File: config.mk
export PLATFORM = sky130hd
export DESIGN_NAME = dmd_divider_chain
export DESIGN_NICKNAME = d
export VERILOG_FILES = /design/src/rtl/dmd_pkg.sv /design/src/rtl/dmd_cfg_hold.sv /design/src/rtl/dmd_ref_div.sv /design/src/rtl/dmd_prescaler.sv /design/src/rtl/dmd_swallow.sv /design/src/rtl/dmd_divider_chain.sv
export SDC_FILE = /design/constraint.sdc
export NUM_CORES = 1
export LEC_CHECK = 0
export BUFFER_PORTS_ARGS = -buffer_cell sky130_fd_sc_hd__buf_2
export CELL_PAD_IN_SITES_DETAIL_PLACEMENT = 1
export CELL_PAD_IN_SITES_GLOBAL_PLACEMENT = 1
export CORE_ASPECT_RATIO = 0.7
export CORE_UTILIZATION = 40
export DETAILED_ROUTE_END_ITERATION = 8
export PLACE_DENSITY_LB_ADDON = 0.1
export SLEW_MARGIN = 20
export SYNTH_ARGS = -nofsm -noshare
export SYNTH_HDL_FRONTEND = slang
export SYNTH_HIERARCHICAL = 1
export SYNTH_SLANG_ARGS = --single-unit
File: constraint.sdc
create_clock -name clk_i -period 3.4 [get_ports clk_i]
set_clock_uncertainty 0.05 [all_clocks]
set_input_delay 0.34 -clock clk_i [delete_from_list [all_inputs] [get_ports clk_i]]
set_output_delay 0.34 -clock clk_i [all_outputs]
set_load 0.01 [all_outputs]
File: src/rtl/dmd_pkg.sv
package dmd_pkg;
  localparam int unsigned REF_W   = 13;  // reference divide width
  localparam int unsigned MAIN_W  = 12;  // main counter width
  localparam int unsigned SWAL_W  = 6;   // swallow width, prescaler base = 2**SWAL_W
  localparam int unsigned REF_MIN = 5;   // smallest legal R above 1
  localparam int unsigned REF_RST  = 5;
  localparam int unsigned MAIN_RST = 2;
  localparam int unsigned SWAL_RST = 1;
endpackage

File: src/rtl/dmd_cfg_hold.sv
module dmd_cfg_hold #(
  parameter int unsigned REF_W    = dmd_pkg::REF_W,
  parameter int unsigned MAIN_W   = dmd_pkg::MAIN_W,
  parameter int unsigned SWAL_W   = dmd_pkg::SWAL_W,
  parameter int unsigned REF_MIN  = dmd_pkg::REF_MIN,
  parameter int unsigned REF_RST  = dmd_pkg::REF_RST,
  parameter int unsigned MAIN_RST = dmd_pkg::MAIN_RST,
  parameter int unsigned SWAL_RST = dmd_pkg::SWAL_RST
) (
  input  logic              clk_i,
  input  logic              rst_ni,
  input  logic              we_i,
  input  logic [REF_W-1:0]  ref_i,
  input  logic [MAIN_W-1:0] main_i,
  input  logic [SWAL_W-1:0] swal_i,
  output logic [REF_W-1:0]  ref_o,
  output logic [MAIN_W-1:0] main_o,
  output logic [SWAL_W-1:0] swal_o
);
  logic ref_ok, pair_ok;

  assign ref_ok  = (ref_i == REF_W'(1)) || (ref_i >= REF_W'(REF_MIN));
  assign pair_ok = (main_i != '0) && (main_i >= MAIN_W'(swal_i));

  always_ff @(posedge clk_i or negedge rst_ni) begin
    if (!rst_ni) begin
      ref_o  <= REF_W'(REF_RST);
      main_o <= MAIN_W'(MAIN_RST);
      swal_o <= SWAL_W'(SWAL_RST);
    end else if (we_i) begin
      if (ref_ok) ref_o <= ref_i;
      if (pair_ok) begin
        main_o <= main_i;
        swal_o <= swal_i;
      end
    end
  end
endmodule

File: src/rtl/dmd_ref_div.sv
module dmd_ref_div #(
  parameter int unsigned REF_W   = dmd_pkg::REF_W,
  parameter int unsigned REF_RST = dmd_pkg::REF_RST
) (
  input  logic             clk_i,
  input  logic             rst_ni,
  input  logic             tick_i,
  input  logic [REF_W-1:0] div_i,
  output logic             pulse_o
);
  logic [REF_W-1:0] rem_q;

  always_ff @(posedge clk_i or negedge rst_ni) begin
    if (!rst_ni) begin
      rem_q   <= REF_W'(REF_RST);
      pulse_o <= 1'b0;
    end else begin
      pulse_o <= 1'b0;
      if (tick_i) begin
        if (rem_q <= REF_W'(1)) begin
          rem_q   <= div_i;  // reload only at terminal count
          pulse_o <= 1'b1;
        end else begin
          rem_q <= rem_q - 1'b1;
        end
      end
    end
  end
endmodule

File: src/rtl/dmd_prescaler.sv
module dmd_prescaler #(
  parameter int unsigned SWAL_W = dmd_pkg::SWAL_W
) (
  input  logic clk_i,
  input  logic rst_ni,
  input  logic tick_i,
  input  logic mod_ctl_i,
  output logic wrap_o
);
  localparam int unsigned CNT_W = SWAL_W + 1;
  localparam logic [CNT_W-1:0] LAST_HI = CNT_W'((1 << SWAL_W) - 1);  // /64
  localparam logic [CNT_W-1:0] LAST_LO = CNT_W'(1 << SWAL_W);        // /65

  logic [CNT_W-1:0] cnt_q;
  logic [CNT_W-1:0] last;

  assign last   = mod_ctl_i ? LAST_HI : LAST_LO;
  assign wrap_o = tick_i && (cnt_q == last);

  always_ff @(posedge clk_i or negedge rst_ni) begin
    if (!rst_ni)     cnt_q <= '0;
    else if (wrap_o) cnt_q <= '0;
    else if (tick_i) cnt_q <= cnt_q + 1'b1;
  end
endmodule

File: src/rtl/dmd_swallow.sv
module dmd_swallow #(
  parameter int unsigned MAIN_W   = dmd_pkg::MAIN_W,
  parameter int unsigned SWAL_W   = dmd_pkg::SWAL_W,
  parameter int unsigned MAIN_RST = dmd_pkg::MAIN_RST,
  parameter int unsigned SWAL_RST = dmd_pkg::SWAL_RST
) (
  input  logic              clk_i,
  input  logic              rst_ni,
  input  logic              wrap_i,
  input  logic [MAIN_W-1:0] main_i,
  input  logic [SWAL_W-1:0] swal_i,
  output logic              pulse_o,
  output logic              mod_ctl_o
);
  logic [MAIN_W-1:0] main_rem_q;
  logic [SWAL_W-1:0] swal_rem_q;

  // /65 while swallow cycles remain
  assign mod_ctl_o = (swal_rem_q == '0);

  always_ff @(posedge clk_i or negedge rst_ni) begin
    if (!rst_ni) begin
      main_rem_q <= MAIN_W'(MAIN_RST);
      swal_rem_q <= SWAL_W'(SWAL_RST);
      pulse_o    <= 1'b0;
    end else begin
      pulse_o <= 1'b0;
      if (wrap_i) begin
        if (main_rem_q <= MAIN_W'(1)) begin
          main_rem_q <= main_i;
          swal_rem_q <= swal_i;
          pulse_o    <= 1'b1;
        end else begin
          main_rem_q <= main_rem_q - 1'b1;
          if (swal_rem_q != '0) swal_rem_q <= swal_rem_q - 1'b1;
        end
      end
    end
  end
endmodule

File: src/rtl/dmd_divider_chain.sv
module dmd_divider_chain #(
  parameter int unsigned REF_W    = dmd_pkg::REF_W,
  parameter int unsigned MAIN_W   = dmd_pkg::MAIN_W,
  parameter int unsigned SWAL_W   = dmd_pkg::SWAL_W,
  parameter int unsigned REF_MIN  = dmd_pkg::REF_MIN,
  parameter int unsigned REF_RST  = dmd_pkg::REF_RST,
  parameter int unsigned MAIN_RST = dmd_pkg::MAIN_RST,
  parameter int unsigned SWAL_RST = dmd_pkg::SWAL_RST
) (
  input  logic              clk_i,
  input  logic              rst_ni,
  input  logic              ref_tick_i,
  input  logic              vco_tick_i,
  input  logic              cfg_we_i,
  input  logic [REF_W-1:0]  cfg_ref_i,
  input  logic [MAIN_W-1:0] cfg_main_i,
  input  logic [SWAL_W-1:0] cfg_swal_i,
  output logic              fr_o,
  output logic              fv_o,
  output logic              mod_ctl_o
);
  logic [REF_W-1:0]  ref_held;
  logic [MAIN_W-1:0] main_held;
  logic [SWAL_W-1:0] swal_held;
  logic              pres_wrap;

  dmd_cfg_hold #(
    .REF_W(REF_W), .MAIN_W(MAIN_W), .SWAL_W(SWAL_W), .REF_MIN(REF_MIN),
    .REF_RST(REF_RST), .MAIN_RST(MAIN_RST), .SWAL_RST(SWAL_RST)
  ) u_hold (
    .clk_i  (clk_i),
    .rst_ni (rst_ni),
    .we_i   (cfg_we_i),
    .ref_i  (cfg_ref_i),
    .main_i (cfg_main_i),
    .swal_i (cfg_swal_i),
    .ref_o  (ref_held),
    .main_o (main_held),
    .swal_o (swal_held)
  );

  dmd_ref_div #(.REF_W(REF_W), .REF_RST(REF_RST)) u_ref (
    .clk_i   (clk_i),
    .rst_ni  (rst_ni),
    .tick_i  (ref_tick_i),
    .div_i   (ref_held),
    .pulse_o (fr_o)
  );

  dmd_prescaler #(.SWAL_W(SWAL_W)) u_pres (
    .clk_i     (clk_i),
    .rst_ni    (rst_ni),
    .tick_i    (vco_tick_i),
    .mod_ctl_i (mod_ctl_o),
    .wrap_o    (pres_wrap)
  );

  dmd_swallow #(
    .MAIN_W(MAIN_W), .SWAL_W(SWAL_W), .MAIN_RST(MAIN_RST), .SWAL_RST(SWAL_RST)
  ) u_swal (
    .clk_i     (clk_i),
    .rst_ni    (rst_ni),
    .wrap_i    (pres_wrap),
    .main_i    (main_held),
    .swal_i    (swal_held),
    .pulse_o   (fv_o),
    .mod_ctl_o (mod_ctl_o)
  );
endmodule

==> results.txt, run 1 <==
drt pass-1 iters: 4
VDD IR max: 0.3557 mV
# rows: 29
most frequent cells in the layout: 63 x dfrtp_1, 38 x buf_2, 26 x inv_1
Fill cells: 1060
Yosys Warn Count: 6
GRT Total Usage: 0.2254
met2 wire len: 4.296 mm
asr flop ratio synth: 1.000
RSZ-0062 raised after global routing: false
sw power: 0.8538 mW
max-cap violations: 0
largest net degree at the start of global routing: 34
most common cell after layout, fill and taps aside: dfrtp_1
Ports: 39
first-pass GRT wire length: 17.39 mm
via/cell ratio: 5.847
sequential fraction of the synthesis area: 0.4589
GPL Wtd Cong: 0.8292
most used flip-flop cell after synthesis: dfrtp_1
grt total ovfl: 0
M1 WL: 5.649 mm
worst-path cell chain: inv_1 > ha_1 > nand2b_1 > nor2_1 > or4b_4 > a21oi_4 > and2_1 > clkinv_1 > buf_4 > or4_1 > nand3_1
DP HPWL: 7.545 mm
1st-iter DRT viols: 171
post-synthesis adder-cell area fraction: 0.04177
mux contribution to synthesized area: 0.1189
CTS tree: yes
actual slew at the worst max-slew pin: 0.7903 ns
XOR/XNOR Fraction of Synth Area: 0.006748
Syn Inst Count: 364
Slew HR: 0.4732
Die Height: 84.55 um
PortBufs: 38
Worst Path Arrival: 3.36 ns
CP Class: flip-flop to flip-flop
clock share of power: 0.400
largest family of logic cells by synthesized area: simple AND/OR/NAND/NOR gates
Vias: 3128
ANT cells: 0
ANT nets after route: 0
Die Area: 10140 sq um
maximum clock frequency: 319.6 MHz
root buffer cell: clkbuf_16
combinational fraction of design power: 0.178
Num CTS Buffers: 9
#FFs+latches synth: 71
Post CTS Setup Buffer Count: 0
routed length per instance: 19.50 um
final hold violations: 0
Starting Density: 0.4208
Final period util: 0.9204
vias in the first global route: 3182
Clk Latency, worst-skew pair: 0.35 ns
status: finished, final reports clean
fin crit period: 3.129 ns
Int Pwr: 1.968 mW
Top Metal Used: met4
CP required: 3.63 ns
CP Max Fanout: 17
P&R area growth vs syn: 17.93%
residual DRC count: 0
setup_tns: 0 ns
library cells used by synthesis: 71
Bufs on Longest Clock Path: 2
complex-gate fraction of the synthesized area: 0.1581
mapped cell area: 3894 sq um
fin. max-slew vios: 0
Pwr Density: 614.4 nW/um^2
final-stage net count: 455
CTS sink count: 71
Post-Route WL: 10.43 mm
slowest CP cell: dfstp_2
H-tree Lvls: 3
synthesized net count: 413
Clk pin slew, worst setup/hold paths: 0.06 ns
register share of total power: 0.422
Post-Synth Simple-Gate Area: 0.1684
Startpoint Class: flip-flop
Final setup viols: 0
Crit. End Element: flip-flop
Avg Synthesized Cell Area: 10.70 sq um
core area: 9253 sq um
Net Sw Frac: 0.3026
Pleak: 1.977 nW
ratio of cells with drive above 1 in the final layout: 0.2701
initial antenna violation count: 0
die width: 119.9 um
WL met3: 379 um
CP peak stage delay: 0.57 ns
Post-synth EDFFs: 0
worst hold path type: input port to async pin
Hold Slack: 0.01991 ns
-- layer usage --
metal / GRT usage / up-vias
li1: - / 1471
met1: 0.3448 / 1592
met2: 0.3145 / 54
met3: 0.05639 / 11
met4: 0.05455 / 0
met5: 0 / -
-- metrics by stage --
step	cell area (sq um)	setup WS (ns)	util	total power, mW	instances
6_report	4592	0.2708	0.4963	2.821	535
5_1_grt	4592	0.0006777	0.4963	2.965	535
4_1_cts	4584	0.2856	0.4955	2.838	535
3_5_place_dp	4230	0.3137	0.4572	1.696	519
3_3_place_gp	4230	0.3893	0.4572	1.678	519
2_1_floorplan	3894	0.2534	-	1.506	364
-- final timing paths --
path	start	to	slack [ns]	cells after the start
setup reg to reg	u_swal/swal_rem_q[0]$_DFFE_PN1P_	u_swal/main_rem_q[4]$_DFFE_PN0P_	0.27	11
hold reg to reg	u_hold/swal_o[1]$_DFFE_PN0P_	u_hold/swal_o[1]$_DFFE_PN0P_	0.43	1
max in group asynchronous	rst_ni	u_ref/rem_q[0]$_DFFE_PN1P_	2.43	2
min in group clk_i	cfg_main_i[10]	u_hold/main_o[10]$_DFFE_PN0P_	0.18	2
hold / removal	rst_ni	u_swal/pulse_o$_DFF_PN0_	0.02	1
setup / recovery	u_swal/swal_rem_q[0]$_DFFE_PN1P_	u_swal/main_rem_q[4]$_DFFE_PN0P_	0.27	11
-- area by class of cell --
class | count | area (sq um) | share of cell area
clock inverters | 6 | 115.1 | 0.02507
repair buffers | 47 | 257.7 | 0.05613
flip-flops and latches | 71 | 1787 | 0.3891
well taps | 124 | 155.1 | 0.03379
clock buffers | 10 | 239.0 | 0.05204
multi-input cells | 250 | 1937 | 0.4218
inverters | 27 | 101.3 | 0.02207
-- synth_stat cells, types with 9 or more instances --
master / n / area [sq um]
inv_1: 26 / 97.59
nand3_1: 14 / 70.07
a22oi_1: 9 / 67.56
nor3_1: 13 / 65.06
ha_1: 13 / 162.7
o21ai_0: 14 / 70.07
dfrtp_1: 63 / 1577
nor2_1: 12 / 45.04
nand4_1: 11 / 68.82
clkbuf_1: 10 / 37.54
mux2_1: 10 / 112.6
mux2_2: 24 / 270.3
nand2_1: 16 / 60.06
-- flip-flops by register name (all words and copies together) (netlist names) --
signal             count
u_hold/ref_o          13
u_ref/rem_q           13
u_hold/main_o         12
u_swal/main_rem_q     12
u_pres/cnt_q           7
u_hold/swal_o          6
u_swal/swal_rem_q      6
u_ref/pulse_o          1
u_swal/pulse_o         1
-- cells by family (layout without fill, tap and decap cells) --
family / after synthesis / in the layout
compound gates: 82 / 82
simple gates: 110 / 110
mux: 42 / 42
buf+inv: 43 / 90
xor+xnor: 3 / 3
flops: 71 / 71
fa+ha+maj: 13 / 13
-- power by group through the flow --
| stage | registers (mW) | clock network, mW | logic (mW) |
|---|---|---|---|
| floorplan | 1.13 | 0 | 0.378 |
| global placement | 1.19 | 0 | 0.488 |
| detailed placement | 1.20 | 0 | 0.499 |
| CTS | 1.19 | 1.15 | 0.503 |
| global route | 1.21 | 1.18 | 0.568 |
| finish | 1.19 | 1.13 | 0.503 |
-- timing repair --
action / 4_1_cts / 5_1_grt
gates resized for setup: 0 / 1
hold buffers: 0 / 0
hold endpoints to repair: 0 / 0
setup endpoints to repair: 0 / 1
-- critical path, delay by kind of cell, from the launching register on --
family	cells	cell delay, ns
AND/OR/NAND/NOR	6	1.59
adder cells (fa/ha/maj)	1	0.22
flip-flops	1	0.57
buffers and inverters	3	0.38
AO/OA/AOI/OAI	1	0.23
(Power assumes the default switching activity.)
==> run 2, diff against run 1 <==
--- a/config.mk
+++ b/config.mk
@@ -7,2 +7,3 @@
 export LEC_CHECK = 0
+export ABC_AREA = 1
 export BUFFER_PORTS_ARGS = -buffer_cell sky130_fd_sc_hd__buf_2
==> constraint.sdc (replaced) <==
create_clock -name clk_i -period 3.4 [get_ports clk_i]
set_clock_uncertainty 0.05 [all_clocks]
set_input_delay 0.51 -clock clk_i [delete_from_list [all_inputs] [get_ports clk_i]]
set_output_delay 0.51 -clock clk_i [all_outputs]
set_load 0.01 [all_outputs]
==> run 2 against run 1 <==
Worst setup slack improved by 0.59 ns. Sequential cell count unchanged. Final area increased by 9.6%. Area after synthesis increased by 14%. Synthesized cell count increased by 69%. Sequential share of layout area decreased by 3.4 points. Final cell count increased by 51%. Register-to-register slack improved by 0.59 ns. Critical endpoint is now u_swal/main_rem_q[3]$_DFFE_PN0P_.
==> results.txt, run 2 <==
status: finished, final reports clean
most frequent cells in the layout: 223 x nand2_1, 78 x inv_1, 70 x nand3_1
vias in the first global route: 4073 (+28%)
most used flip-flop cell after synthesis: dfrtp_1
Post-Route WL: 11.81 mm (+13%)
Crit path depth: 14 (+3)
Final setup viols: 0 (unchanged)
Bufs on Longest Clock Path: 2 (unchanged)
Synth top area share: 0.3559 (-0.04895)
fin. max-slew vios: 0 (unchanged)
FF/Latch Area: 1787 sq um (unchanged)
hold_buf cts: 0 (unchanged)
first-pass GRT wire length: 20.40 mm (+17%)
r2r worst-path depth: 14 (+3)
combinational fraction of design power: 0.394 (+0.216)
RSZ-0062 raised after global routing: false
library cells used by synthesis: 32 (-55%)
Pleak: 2.747 nW (+39%)
Slew HR: 0.5840 (+0.1108)
delay-heaviest family, CP: buffers and inverters
1st-iter DRT viols: 162 (-5.3%)
DP HPWL: 9.058 mm (+20%)
final hold violations: 0 (unchanged)
most frequent cell after synthesis: nand2_1
# rows: 31 (+6.9%)
max-cap violations: 0 (unchanged)
Largest regs: u_hold/ref_o (13), u_ref/rem_q (13)
ANT nets after route: 0 (unchanged)
CP peak stage delay: 0.51 ns (-0.06 ns)
drt pass-1 iters: 4 (unchanged)
ratio of cells with drive above 1 in the final layout: 0.1657 (-0.1044)
FF-to-FF Start: u_swal/swal_rem_q[0]$_DFFE_PN1P_
core area: 10550 sq um (+14%)
Int Pwr: 2.187 mW (+11%)
GPL Wtd Cong: 0.8591 (+3.6%)
Worst Setup SP: u_swal/swal_rem_q[0]$_DFFE_PN1P_
setup_tns: 0 ns (unchanged)
Syn Inst Count: 614 (+69%)
post_cts resized: 0 (unchanged)
Die Height: 90.04 um (+6.5%)
root buffer cell: clkbuf_16
Post-synth EDFFs: 0 (unchanged)
maximum clock frequency: 394.4 MHz (+23%)
actual slew at the worst max-slew pin: 0.6226 ns (-0.1677 ns)
Crit. End Element: flip-flop
most common cell after layout, fill and taps aside: nand2_1
VDD IR max: 0.2485 mV (-30%)
Clk pin slew, worst setup/hold paths: 0.06 ns (about the same)
CTS sink count: 71 (unchanged)
Post CTS Setup Buffer Count: 0 (unchanged)
Avg Synthesized Cell Area: 7.214 sq um (-33%)
H-tree Lvls: 3 (unchanged)
most frequent cells after synthesis: 223 x nand2_1, 78 x inv_1, 70 x nand3_1, 63 x dfrtp_1, 46 x nor2_1
Pwr Density: 763.4 nW/um^2 (+24%)
CTS tree: yes
Starting Density: 0.4198 (-0.0009956)
CP required: 3.57 ns (-0.06 ns)
Ports: 39 (unchanged)
clock share of power: 0.248 (-0.152)
routed length per instance: 14.66 um (-25%)
Yosys Warn Count: 6 (unchanged)
worst path buffer plus inverter count: 5 (+2)
mapped cell area: 4429 sq um (+14%)
#FFs+latches synth: 71 (unchanged)
asr flop ratio synth: 1.000 (unchanged)
Num CTS Buffers: 9 (unchanged)
CP dominant cell by count: inv_1
residual DRC count: 0 (unchanged)
Synth area leader: dfrtp_1
Vias: 3952 (+26%)
sequential fraction of the synthesis area: 0.4034 (-0.05548)
CP Max Fanout: 21 (+4)
Final period util: 0.7457 (-0.1747)
Net Sw Frac: 0.4307 (+0.1281)
fin crit period: 2.535 ns (-0.5939 ns)
die width: 127.8 um (+6.5%)
largest net degree at the start of global routing: 30 (-12%)
PortBufs: 38 (unchanged)
Power Total: 3.841 mW (+36%)
worst-path cell chain: inv_1 > ha_1 > nand4_1 > inv_1 > inv_1 > nand2_1 > nand2_1 > nand2_1 > nor2_1 > nand2_2 > inv_2 > inv_1 > o21ai_0 > nand3_1
worst hold path type: input port to async pin
Clk Latency, worst-skew pair: 0.34 ns (about the same)
GRT Total Usage: 0.2272 (+0.001857)
Worst Path Arrival: 2.71 ns (-0.65 ns)
CP Class: flip-flop to flip-flop
final-stage net count: 702 (+54%)
register share of total power: 0.358 (-0.064)
Fill cells: 1409 (+33%)
initial antenna violation count: 0 (unchanged)
grt total ovfl: 0 (unchanged)
sw power: 1.654 mW (+94%)
ANT cells: 0 (unchanged)
slowest CP cell: dfstp_2
Die Area: 11500 sq um (+13%)
P&R area growth vs syn: 13.59%
area occupied by multi-input gates: 2245 sq um (+16%)
Startpoint Class: flip-flop
via/cell ratio: 4.903 (-16%)
Area contributors post-synth: dfrtp_1 36%, nand2_1 19%, nand3_1 7.9%
synthesized net count: 663 (+61%)
## run 2: changes by cell type after synthesis, moves of 10 or more
cell,change
nand3_1,+56
nand2_1,+207
mux2_1,-10
nor3_1,-13
nor2_1,+34
mux2_2,-24
inv_1,+52
nor2_2,+13
## run 2: kinds of logic (layout without fill, tap and decap cells)
family          Yosys count  in the layout  share of synthesized area
simple gates            393            393                     0.4105
buf+inv                  95            139                    0.08983
flops                    71             71                     0.4034
compound gates           33             33                    0.04181
fa+ha+maj                13             13                    0.03672
xor+xnor                  9              9                    0.01780
## run 2: area by class of cell
cell class                      instances  area share
Sequential cell                        71      0.3551
Inverter                               83     0.06192
Clock inverter                          6     0.01368
Tap cell                              148     0.03681
Timing Repair Buffer                   40     0.04079
Multi-Input combinational cell        448      0.4462
Clock buffer                           10     0.04551
## run 2: final timing paths
check / to / slack (ns)
setup / recovery: u_swal/main_rem_q[3]$_DFFE_PN0P_ / 0.86
hold / removal: u_hold/main_o[3]$_DFFE_PN0P_ / 0.12
setup reg to reg: u_swal/main_rem_q[3]$_DFFE_PN0P_ / 0.86
hold reg to reg: u_hold/ref_o[0]$_DFFE_PN1P_ / 0.42
max in group asynchronous: u_hold/swal_o[0]$_DFFE_PN1P_ / 2.33
min in group clk_i: u_hold/ref_o[0]$_DFFE_PN1P_ / 0.36
## run 2: per-stage QoR
| step | instances | cell area, sq um | setup WS [ns] | util | hold WS, ns |
|---|---|---|---|---|---|
| finish | 806 | 5031 | 0.8646 | 0.4769 | 0.1167 |
| floorplan | 614 | 4429 | 1.153 | - | 0.1644 |
| detailed placement | 790 | 4733 | 0.8952 | 0.4486 | 0.4126 |
| CTS | 806 | 5031 | 0.8801 | 0.4769 | 0.1277 |
| global route | 806 | 5031 | 0.5795 | 0.4769 | 0.1509 |
| global placement | 790 | 4733 | 1.013 | 0.4486 | 0.3989 |
## run 2: routing by layer
layer	wire, um	share of wire	up-vias	GRT usage
met5	0	0	-	0
met4	112	0.0095	0	0.06176
met3	513	0.043	13	0.04583
met2	4746	0.40	60	0.3211
met1	6440	0.55	1886	0.3470
li1	-	-	1993	-
## run 2: power by group through the flow
stage	clock network, mW	logic [mW]	registers (mW)
floorplan	0	1.16	1.30
CTS	0.977	1.52	1.37
detailed placement	0	1.50	1.38
global placement	0	1.44	1.37
global route	1.01	1.72	1.41
finish	0.952	1.51	1.38
## run 2: worst reg2reg max path: cells and delay by family (launching register included)
family,cells,cell delay [ns]
and+or+nand+nor,7,0.55
adders and majority gates,1,0.23
AOI/OAI and AO/OA,1,0.24
buffers and inverters,5,0.84
DFF,1,0.51
==> run 3, diff against run 2 <==
Settings changed: ABC_AREA 1 to 0.
Clock period 3.4 ns to 2.35 ns, I/O delays scaled along.
==> run 3 against run 2 <==
The run now ends with negative hold slack, negative setup slack left. Total power increased by 6.6%. Via count is 17% lower. Non-clock buffer count rose by 42. Critical path depth decreased by 4. Maximum frequency up 3.5%. Clock-buffer cell count up 1. Global-route usage is 0.69 points higher. Routed wire length decreased by 6.9%. First-iteration DRC count is 20% higher. Final area grew 1.5%. Clock power is 68% higher.
==> results.txt, run 3 (synthesis results as in run 1) <==
1st-iter DRT viols: 194 (+20%)
Slew HR: 0.5640 (-0.02000)
Largest regs: u_hold/ref_o (13), u_ref/rem_q (13)
ANT cells: 0 (unchanged)
met2 GRT Util: 0.3568 (+0.03574)
die width: 119.9 um (-6.1%)
global-route met1 utilization: 0.3312 (-0.01578)
setup_tns: -0.5958 ns (-0.5958 ns)
via/cell ratio: 5.721 (+17%)
hold_buf cts: 0 (unchanged)
drt pass-1 iters: 4 (unchanged)
final-stage net count: 490 (-30%)
dpl cells: 543 (-31%)
fin crit period: 2.449 ns (-0.08682 ns)
status: finished with violations
met3 Use GR: 0.05163 (+0.005797)
Die Area: 10140 sq um (-12%)
violated checks: negative hold slack, negative setup slack
GRT Total Usage: 0.2341 (+0.006898)
Starting Density: 0.4208 (+0.0009956)
root buffer cell: clkbuf_16
maximum clock frequency: 408.4 MHz (+3.5%)
initial antenna violation count: 0 (unchanged)
Final period util: 1.042 (+0.2962)
DP HPWL: 7.591 mm (-16%)
actual slew at the worst max-slew pin: 0.6481 ns (+0.02554 ns)
CTS tree: yes
Hold Slack: -0.01991 ns (-0.1366 ns)
most frequent cells in the layout: 63 x dfrtp_1, 38 x buf_2, 36 x buf_4
grt total ovfl: 0 (unchanged)
largest net degree at the start of global routing: 72 (+140%)
RR Endpoint: u_swal/main_rem_q[1]$_DFFE_PN1P_
fin. max-slew vios: 0 (unchanged)
ratio of cells with drive above 1 in the final layout: 0.3789 (+0.2133)
RSZ-0062 raised after global routing: true
CTS sink count: 71 (unchanged)
Pwr Density: 801.9 nW/um^2 (+5.0%)
core area: 9253 sq um (-12%)
Startpoint Class: flip-flop
Crit. End Element: flip-flop
routed length per instance: 19.29 um (+32%)
vias in the first global route: 3453 (-15%)
Clk Latency, worst-skew pair: 0.34 ns (about the same)
ANT nets after route: 0 (unchanged)
FF-to-FF Start: u_swal/swal_rem_q[0]$_DFFE_PN1P_
PortBufs: 38 (unchanged)
Bufs on Longest Clock Path: 2 (unchanged)
r2r worst-path depth: 10 (-4)
Design Area, Final: 5105 sq um (+1.5%)
CP Class: flip-flop to flip-flop
CP required: 2.55 ns (-1.02 ns)
Final setup viols: 11 (+11)
Clk pin slew, worst setup/hold paths: 0.06 ns (about the same)
VDD IR max: 0.5098 mV (+110%)
Die Height: 84.55 um (-6.1%)
max-cap violations: 0 (unchanged)
Final Worst Setup Slack: -0.09856 ns (-0.9632 ns)
Layout Cells excl Fill: 570 (-29%)
CP Max Fanout: 11 (-48%)
Num CTS Buffers: 9 (unchanged)
gr busiest metal: met2
worst hold path type: input port to async pin
Ports: 39 (unchanged)
first-pass GRT wire length: 17.99 mm (-12%)
residual DRC count: 0 (unchanged)
GPL Wtd Cong: 0.8290 (-3.5%)
most common cell after layout, fill and taps aside: dfrtp_1
# rows: 29 (-6.5%)
Fill cells: 1000 (-29%)
worst reg-to-reg setup slack: -0.1 ns (-0.96 ns)
Post-Route WL: 10.99 mm (-6.9%)
Worst Path Arrival: 2.65 ns (-0.06 ns)
Vias: 3261 (-17%)
Pleak: 2.183 nW (-21%)
Placed Area: 4516 sq um (-4.6%)
H-tree Lvls: 3 (unchanged)
final hold violations: 7 (+7)
P&R area growth vs syn: 31.11%
## run 3: cell type report
| class | instances | area, sq um | share of cell area |
|---|---|---|---|
| Timing Repair Buffer | 82 | 610.6 | 0.1196 |
| Sequential cell | 71 | 1787 | 0.3500 |
| Clock inverter | 5 | 105.1 | 0.02059 |
| Tap cell | 124 | 155.1 | 0.03039 |
| Clock buffer | 11 | 242.7 | 0.04755 |
| Inverter | 27 | 113.9 | 0.02230 |
| Multi-Input combinational cell | 250 | 2091 | 0.4096 |
## run 3: power breakdown
part | total, mW | switching, mW | internal (mW) | leakage (nW)
Sequential | 1.72 | 0.284 | 1.44 | 0.828
Clock | 1.60 | 0.530 | 1.07 | 0.162
Combinational | 0.773 | 0.410 | 0.363 | 1.19
## run 3: repair_timing
action | in CTS | in global routing
endpoints found under the setup margin | 18 | 18
cloned | 1 | 0
resized for setup | 10 | 23
pin swaps | 2 | 9
hold endpoints to repair | 0 | 0
buffers inserted | 7 | 3
## run 3: worst max path at each step
stage                                          start                          endpoint  slack [ns]
floorplan           u_swal/swal_rem_q[0]$_DFFE_PN1P_  u_swal/swal_rem_q[3]$_DFFE_PN0P_       -0.21
detailed placement  u_swal/swal_rem_q[0]$_DFFE_PN1P_  u_swal/swal_rem_q[4]$_DFFE_PN0P_       -0.30
CTS                 u_swal/swal_rem_q[0]$_DFFE_PN1P_  u_swal/main_rem_q[4]$_DFFE_PN0P_       -0.09
global route        u_swal/swal_rem_q[0]$_DFFE_PN1P_  u_swal/swal_rem_q[3]$_DFFE_PN0P_       -0.21
global placement    u_swal/swal_rem_q[0]$_DFFE_PN1P_  u_swal/swal_rem_q[3]$_DFFE_PN0P_       -0.22
finish              u_swal/swal_rem_q[0]$_DFFE_PN1P_  u_swal/main_rem_q[1]$_DFFE_PN1P_        -0.1
## run 3: per-stage QoR
stage	hold slack [ns]	total power, mW	setup WS, ns	utilization
2_1_floorplan	0.006909	2.181	-0.2142	-
3_3_place_gp	0.3683	2.453	-0.2208	0.4880
3_5_place_dp	0.3708	2.491	-0.3011	0.4880
4_1_cts	0.01339	4.127	-0.09227	0.5367
5_1_grt	0.03206	4.294	-0.2122	0.5517
6_report	-0.01991	4.094	-0.09856	0.5517
## run 3: critical path, stage by stage, from the launching register on
cell,delay (ns)
dfstp_2,0.54
inv_2,0.05
ha_4,0.16
nand2b_4,0.07
nor2_4,0.05
or4b_4,0.49
a21oi_4,0.14
and2_4,0.22
clkinv_8,0.09
or3_1,0.38
o211ai_1,0.11
## run 3: per-layer routing
metal | wire (um) | share of wire
met3 | 372 | 0.034
met4 | 117 | 0.011
met1 | 5444 | 0.50
met2 | 5059 | 0.46
met5 | 0 | 0
